$ cat config.mk
export PLATFORM = sky130hd
export DESIGN_NAME = pw_cmd_select
export DESIGN_NICKNAME = d
export VERILOG_FILES = /design/src/rtl/pwcs_pkg.sv /design/src/rtl/pwcs_cls_decode.sv /design/src/rtl/pwcs_line_scan.sv /design/src/rtl/pw_cmd_select.sv
export SDC_FILE = /design/constraint.sdc
export NUM_CORES = 1
export LEC_CHECK = 0
export ABC_AREA = 1
export CAP_MARGIN = 25
export CORE_AREA = 2 2 137 139
export DETAILED_ROUTE_END_ITERATION = 7
export DIE_AREA = 0 0 139 141
export SLEW_MARGIN = 10
export SYNTH_ARGS = -nofsm -noshare
export SYNTH_HDL_FRONTEND = slang
export SYNTH_SLANG_ARGS = --single-unit
$ cat constraint.sdc
create_clock -name clk -period 3.8 [get_ports clk]
set_input_delay 0.57 -clock clk [delete_from_list [all_inputs] [get_ports clk]]
set_output_delay 0.57 -clock clk [all_outputs]
set_load 0.005 [all_outputs]
$ cat src/rtl/pwcs_pkg.sv
package pwcs_pkg;

    typedef enum logic {
        CMD_MW  = 1'b0,
        CMD_MWI = 1'b1
    } wr_cmd_e;

    // Dwords per line for a valid size code, 0 when the code is unusable
    function automatic logic [5:0] line_dwords(input logic [7:0] code);
        case (code)
            8'd8:    line_dwords = 6'd8;
            8'd16:   line_dwords = 6'd16;
            8'd32:   line_dwords = 6'd32;
            default: line_dwords = 6'd0;
        endcase
    endfunction

endpackage

$ cat src/rtl/pwcs_cls_decode.sv
module pwcs_cls_decode #(
    parameter int CNT_W      = 7,
    parameter int FT_DEFAULT = 8
) (
    input  logic [7:0]       cls,
    output logic             cls_ok,
    output logic [CNT_W-1:0] line_len
);
    import pwcs_pkg::*;

    logic [5:0] dw;

    always_comb begin
        dw       = line_dwords(cls);
        cls_ok   = (dw != 6'd0);
        line_len = cls_ok ? CNT_W'(dw) : CNT_W'(FT_DEFAULT);
    end

endmodule

$ cat src/rtl/pwcs_line_scan.sv
module pwcs_line_scan #(
    parameter int DEPTH = 64,
    parameter int CNT_W = 7
) (
    input  logic [CNT_W-1:0]   q_count,
    input  logic [4*DEPTH-1:0] q_be,
    input  logic [DEPTH-1:0]   q_last,
    input  logic [CNT_W-1:0]   line_len,
    output logic [CNT_W-1:0]   mwi_words,
    output logic               last_seen
);
    logic [CNT_W-1:0] line_mask;
    logic [CNT_W-1:0] prefix;

    assign line_mask = line_len - CNT_W'(1);

    always_comb begin
        logic run;
        logic present;
        logic ok;
        run       = 1'b1;
        prefix    = '0;
        last_seen = 1'b0;
        for (int i = 0; i < DEPTH; i++) begin
            present = (CNT_W'(i) < q_count);
            ok      = present && (&q_be[4*i +: 4]) &&
                      (!q_last[i] || ((CNT_W'(i + 1) & line_mask) == '0));
            if (run && ok) prefix = CNT_W'(i + 1);
            else           run    = 1'b0;
            if (present && q_last[i]) begin
                last_seen = 1'b1;
                run       = 1'b0;
            end
        end
        mwi_words = prefix & ~line_mask;
    end

endmodule

$ cat src/rtl/pw_cmd_select.sv
module pw_cmd_select #(
    parameter int DEPTH      = 64,
    parameter int ADDR_W     = 6,
    parameter int FT_DEFAULT = 8,
    parameter int CNT_W      = $clog2(DEPTH + 1)
) (
    input  logic                clk,
    input  logic                rst_n,
    input  logic [CNT_W-1:0]    q_count,
    input  logic [ADDR_W-1:0]   head_addr,
    input  logic [4*DEPTH-1:0]  q_be,
    input  logic [DEPTH-1:0]    q_last,
    input  logic                mwi_en,
    input  logic [7:0]          cls,
    input  logic                flow_mode,
    input  logic                bus_ready,
    output logic                start_o,
    output logic                cmd_mwi_o,
    output logic                active_o,
    output logic                xfer_o,
    output logic                term_o
);
    import pwcs_pkg::*;

    typedef struct packed {
        logic             active;
        logic             start;
        wr_cmd_e          cmd;
        logic [CNT_W-1:0] rem;
    } sel_t;

    sel_t s_d, s_q;

    logic             cls_ok;
    logic [CNT_W-1:0] line_len;
    logic [CNT_W-1:0] mwi_words;
    logic             last_seen;
    logic             aligned;
    logic             mwi_ok;
    logic             go;
    logic             xfer;
    logic             final_w;

    pwcs_cls_decode #(
        .CNT_W      (CNT_W),
        .FT_DEFAULT (FT_DEFAULT)
    ) u_dec (
        .cls      (cls),
        .cls_ok   (cls_ok),
        .line_len (line_len)
    );

    pwcs_line_scan #(
        .DEPTH (DEPTH),
        .CNT_W (CNT_W)
    ) u_scan (
        .q_count   (q_count),
        .q_be      (q_be),
        .q_last    (q_last),
        .line_len  (line_len),
        .mwi_words (mwi_words),
        .last_seen (last_seen)
    );

    always_comb begin
        aligned = (head_addr & ADDR_W'(line_len - CNT_W'(1))) == '0;
        mwi_ok  = mwi_en && cls_ok && aligned && (mwi_words != '0);
        go      = (q_count != '0) &&
                  (last_seen || (flow_mode && (q_count >= line_len)));
        xfer    = s_q.active && bus_ready && (q_count != '0);
        final_w = (s_q.cmd == CMD_MWI) ? (s_q.rem == CNT_W'(1))
                                       : (q_last[0] || (flow_mode && (q_count == CNT_W'(1))));

        s_d       = s_q;
        s_d.start = 1'b0;
        if (!s_q.active) begin
            if (go) begin
                s_d.active = 1'b1;
                s_d.start  = 1'b1;
                s_d.cmd    = mwi_ok ? CMD_MWI : CMD_MW;
                s_d.rem    = mwi_words;
            end
        end else if (xfer) begin
            s_d.rem = s_q.rem - CNT_W'(1);
            if (final_w) begin
                s_d.active = 1'b0;
                s_d.cmd    = CMD_MW;
            end
        end
    end

    always_ff @(posedge clk) begin
        if (!rst_n) s_q <= '0;
        else        s_q <= s_d;
    end

    assign start_o   = s_q.start;
    assign cmd_mwi_o = (s_q.cmd == CMD_MWI);
    assign active_o  = s_q.active;
    assign xfer_o    = xfer;
    assign term_o    = xfer && final_w;


    cmd_hold_chk: assert property (@(posedge clk) disable iff (!rst_n)
        (s_q.active && !s_q.start) |-> $stable(s_q.cmd));


    start_pulse_chk: assert property (@(posedge clk) disable iff (!rst_n)
        start_o |=> !start_o);


    mwi_gate_chk: assert property (@(posedge clk) disable iff (!rst_n)
        ($rose(s_q.active) && (s_q.cmd == CMD_MWI)) |-> ($past(mwi_en) && $past(cls_ok)));


    mwi_line_end_chk: assert property (@(posedge clk) disable iff (!rst_n)
        (term_o && cmd_mwi_o) |->
            (((head_addr + ADDR_W'(1)) & ADDR_W'(line_len - CNT_W'(1))) == '0));


    term_ends_chk: assert property (@(posedge clk) disable iff (!rst_n)
        term_o |=> !active_o);

endmodule

# Yosys cells after proc, flatten, opt, wreduce, memory -nomap -nowiden
# Index checks and enable logic that the tools add are counted.
# W data, S select, Z words.
dict set report classes {
  n_addsub 2
  n_eq_ne 7
  magnitude_cmp 65
  reduce_logical 530
  n_bitwise 4
  n_mux 265
}
# op n
set ops {}
lappend ops {{$logic_not A7 Y1} 64}
lappend ops {{$mux W7} 63}
lappend ops {{$logic_and A1 B1 Y1} 264}
lappend ops {{$reduce_and A4 Y1} 64}
lappend ops {{$lt A6 B7 Y1 const A} 32}
lappend ops {{$mux W1} 197}
lappend ops {{$lt A5 B7 Y1 const A} 16}
lappend ops {{$logic_or A1 B1 Y1} 66}
lappend ops {{$logic_not A1 Y1} 64}
lappend ops {{$lt A4 B7 Y1 const A} 8}
lappend ops {{$lt A3 B7 Y1 const A} 4}
lappend ops {{$pmux W6 S3} 1}
lappend ops {{$mux W8} 2}
lappend ops {{$eq A7 B1 Y1 const B} 2}
lappend ops {{$lt A1 B7 Y1 const A} 2}
lappend ops {{$lt A2 B7 Y1 const A} 2}
lappend ops {{$reduce_bool A7 Y1} 2}
lappend ops {{$sub A7 B1 Y7 const B} 2}
lappend ops {{$mux W10} 1}
lappend ops {{$eq A8 B4 Y1 const B} 1}
lappend ops {{$eq A8 B5 Y1 const B} 1}
lappend ops {{$eq A8 B6 Y1 const B} 1}
lappend ops {{$and A7 B7 Y7} 1}
lappend ops {{$ge A7 B7 Y1} 1}
lappend ops {{other kinds (11)} 12}
dict set report word_totals {
  output_inout_bits 5
  ff_bits 10
  input_bits 346
  elab_cells 877
}

# Logic depth before layout (Yosys ltp)
dict set report depth {
  word_depth 204
  depth_mapped 22
}

# Cells and area by module
# A second synthesis with hierarchy kept.
dict set report hier_totals {
  cells_unflattened 976
  area_unflattened_um2 5163.7
}
# module cells_per_inst instances area_per_inst_um2 seq_area_each_um2
set modules_own_cells {}
lappend modules_own_cells {pwcs_line_scan 777 1 3903.7 0.0}
lappend modules_own_cells {pw_cmd_select 162 1 1086.0 200.2}
lappend modules_own_cells {pwcs_cls_decode 37 1 173.9 0.0}

# Worst setup path before layout
# No wires, ideal clock.
dict set report synth_path {
  path_kind {input -> register}
  startpoint {input port cls[0]}
  endpoint {register s_q[3] (netlist name)}
  cell_stages 19
  path_slack_ns 1.179
  setup_ns 0.120
  n_path_buf 0
  arrival_time_ns 2.502
  path_cell_list {inv_1 nand2_1 nor2_1 nand2_1 nand2_1 inv_1 ha_1 nand2_1 inv_1 nor2_1 nand2_1 nor2_1 nand2_1 nor2_1 nand3_1 nor2_1 nand4_1 nand3_1 a21oi_1}
}
dict set report synth_via {
  elab_chain_len 201
  elab_cells_between_ends 460
}
# element line_no
set synth_rtl {}
lappend synth_rtl {{start, declared} pw_cmd_select.sv:14} ;# input logic [7:0] cls,
lappend synth_rtl {{$eq A8 B6 Y1, or another cell as far along} pwcs_pkg.sv:10} ;# case (code)
lappend synth_rtl {{$pmux W6 S3 (*)} pwcs_pkg.sv:10}
lappend synth_rtl {{$reduce_bool A6 Y1} pwcs_cls_decode.sv:15} ;# cls_ok = (dw != 6'd0);
lappend synth_rtl {{$mux W6 (*)} pwcs_cls_decode.sv:16} ;# line_len = cls_ok ? CNT_W'(dw) : CNT_W'(FT_DEFAULT);
lappend synth_rtl {{$sub A7 B1 Y7} --}
lappend synth_rtl {{$logic_not A7 Y1} pwcs_line_scan.sv:27} ;# (!q_last[i] || ((CNT_W'(i + 1) & line_mask) == '0));
lappend synth_rtl {{$logic_or A1 B1 Y1} pwcs_line_scan.sv:27}
lappend synth_rtl {{$logic_and A1 B1 Y1} pwcs_line_scan.sv:26} ;# ok = present && (&q_be[4*i +: 4]) &&
lappend synth_rtl {{[185 not listed]} --}
lappend synth_rtl {{$logic_and A1 B1 Y1} pwcs_line_scan.sv:28} ;# if (run && ok) prefix = CNT_W'(i + 1);
lappend synth_rtl {{$mux W1} pwcs_line_scan.sv:28}
lappend synth_rtl {{$mux W1} pwcs_line_scan.sv:30} ;# if (present && q_last[i]) begin
lappend synth_rtl {{$logic_and A1 B1 Y1} pwcs_line_scan.sv:28}
lappend synth_rtl {{$mux W7} pwcs_line_scan.sv:28}
lappend synth_rtl {{$and A7 B7 Y7} pwcs_line_scan.sv:35} ;# mwi_words = prefix & ~line_mask;
lappend synth_rtl {{$mux W10} pw_cmd_select.sv:77} ;# if (go) begin
lappend synth_rtl {{$mux W8} pw_cmd_select.sv:76} ;# if (!s_q.active) begin
lappend synth_rtl {{end signal, assigned} pw_cmd_select.sv:93} ;# if (!rst_n) s_q <= '0;
lappend synth_rtl {{end signal, assigned} pw_cmd_select.sv:94} ;# else s_q <= s_d;
lappend synth_rtl {{end, declared} pw_cmd_select.sv:32} ;# sel_t s_d, s_q;
# Mark *: on every way between the ends. The rest lies on a longest branch, timed or not. The select of a mux whose other input is x is not followed.
# A chain may end at the register's enable or synchronous reset.

# Worst setup path in the final report
dict set report layout_path {
  startpoint {input port cls[5]}
  endpoint {register s_q[4] (netlist name)}
}
# The elaborated chain is that of the path after synthesis.

==> metrics.csv <==
metric,value,unit
status,"complete, no violations",
arrival time worst endpoint,3450,ps
final setup vio count,0,
pin count of the biggest net entering global routing,16,
post-place setup slack,241.1,ps
FILL cells,2060,
core area,18270,um2
Setup crit end kind,flop,
Post-Syn Area,3373,um2
Avg WL per Cell,15.74,um
Resize count post-CTS,0,
critical path buffer and inverter count,3,
via-per-instance ratio,4.412,
initial DRC count,423,
"Slowest-stage cell, CP",clkdlybuf4s50_1,
grt ovf,0,
"Cell Area, Placed",7152,um2
DRC,0,
synth top area cells,"nand2_1 (29%), nor2_1 (14%), inv_1 (11%)",
layout cells sized above 1,3.075,%
Die ar.,19600,um2
hold buffers post-CTS,0,
I/O pin cnt,351,
register area share after synthesis,5.935,%
first-pass GRT wire length,31.73,mm
Cells after Synth,722,
initial cell density of the core,18.47,%
Max Slew Vio Count,0,
Placer Congestion,0.9476,
DRT antenna net count,0,
fin crit period,3325,ps
power per cell area,132.4,nW/um2
Max clock buf depth,2,
Die Height,141,um
Worst path max stage delay,520,ps
RSZ-0062 raised after global routing,false,
final WL,20.57,mm
nets@finish,1427,
# H-tree levels,1,
Post-Syn Nets,1075,
"commonest non-fill, non-tap cells in the layout","clkdlybuf4s50_1 (350), nand2_1 (261), nor2_1 (124)",
clock-pin slew on the worst setup and hold paths,40,ps
final worst setup slack,475.3,ps
Tightest Hold Check Type,reg2reg,
number of global-route vias before repair,5878,
placed cells,1303,
Setup crit start kind,input port,
Yosys Warn Count,0,
HPWL after detailed placement,18.91,mm
Worst VDD drop,106.4,uV
Rel. slew slack,61.01,%
CTS Buf Count,3,
Total GRT Usage,20.48,%
Port Buffer Count,350,
Crit Path Max Fanout,6,
final instance area,7241,um2
CP Cell Sequence,clkdlybuf4s50_1 > inv_1 > nand2_1 > nor2_1 > nand2_1 > nand2_1 > inv_1 > ha_1 > nor2_1 > nor3_1 > nand2_1 > nor2_1 > nand3_1 > nor2_1 > nand3_1 > nor2_1 > nand4_1 > nand3_1 > a21oi_1,
setup_tns,0,ps
critical path class,in2reg,
Setup Buffers After CTS,0,
CTS tree,done,
max-cap viol count,0,
Final Non-Filler Cells,1307,
Crit path max-delay family,simple AND/OR/NAND/NOR gates,
Synth top area share,29.04,%
Final Hold Fails,0,
post-synth top area cell,nand2_1,
Hold Slack,496.1,ps
row cnt,50,
Synth cell types,36,
actual slew at the worst max-slew pin,584.8,ps
CP Data Required Time,3930,ps
#FFs+latches synth,10,
final setup skew,2.982,ps
Pre-antenna DRT Iters,5,
synth-to-layout area growth,114.7,%
Lkg Pwr,3.205,nW
Syn Area/Cell,4.672,um2
Clock Latency Late Sink,240,ps
# diodes,0,
cell mode on critical path,nor2_1,
via count,5766,
initial antenna violation count,0,
"most common cell after layout, fill and taps aside",clkdlybuf4s50_1,
Tcrit/Tclk final,87.49,%
clock sinks,10,
Die W,139,um
Clock Tree Root,clkbuf_16,
Peak Freq,300.8,MHz
[worst register-to-register path: stages, from the launching register on]
cell     delay (ps)
dfxtp_1         330
inv_1           120
ha_1            240
nand3_1         130
nor3_1          240
xor2_1          170
o21ai_0          90
a21oi_1         130
[logic make-up (layout without fill, tap and decap cells)]
kind of cell | count (synthesis) | count (layout) | synth area share (%)
and+or+nand+nor | 532 | 532 | 68.47
xor gates and xnor gates | 2 | 2 | 0.5194
adders and majority gates | 7 | 7 | 2.596
DFF | 10 | 10 | 5.935
AOI/OAI and AO/OA | 51 | 51 | 8.235
buffers and inverters | 120 | 471 | 14.24
[metrics by stage]
stage          utilization, %  total power [mW]
6_report                39.64            0.9584
5_1_grt                 39.64             1.031
4_1_cts                 39.64            0.9617
3_5_place_dp            39.15            0.7485
3_3_place_gp            39.15            0.7467
2_1_floorplan               -            0.3064
[registers in the layout (all words and copies together), names as in the netlist]
name / count
s_q: 7
active_o: 1
cmd_mwi_o: 1
start_o: 1
[synthesized netlist by cell type, drive strengths merged]
library cell and instances:
nand2 265, clkbuf 1, xnor2 1, a21oi 20
ha 7, a211oi 1, o21ai 25, o21bai 1
a21boi 1, o211ai 2, and3 3, buf 8
inv 107, nor3 13, or2 1, nor4b 1
nand4 41, xor2 1, nor3b 9, and2 1
clkinv 4, dfxtp 10, nor2 132, o31ai 1
nand3 66
[power breakdown]
group	total, mW	switching [mW]	internal, mW	leakage, nW
Clock	0.212	0.0537	0.159	0.0442
Sequential	0.120	0.00689	0.113	0.0825
Combinational	0.626	0.234	0.392	3.08
[per-layer routing]
layer	vias to the layer above	wire (um)	GRT usage (%)
met4	0	306	3.243
met5	-	0	0
met3	24	1413	2.480
met1	2458	8572	25.95
met2	280	10280	37.85
li1	3004	-	-
[area by class of cell]
type / instances / area, um2 / area share (%)
multi-input combinational: 592 / 2693 / 37.19
clock buffer: 4 / 88.84 / 1.227
inverter: 111 / 417.9 / 5.772
timing repair buffer: 356 / 3548 / 49.01
tap: 234 / 292.8 / 4.044
sequential: 10 / 200.2 / 2.765
[worst paths after layout]
| check | startpoint | to | depth (start not counted) | slack (ps) |
|---|---|---|---|---|
| setup / recovery | cls[5] | s_q[4] | 19 | 480 |
| hold / removal | s_q[1] | s_q[1] | 2 | 500 |
| setup reg to reg | s_q[0] | s_q[6] | 7 | 2290 |
| hold reg to reg | s_q[1] | s_q[1] | 2 | 500 |
(Power assumes the default switching activity.)
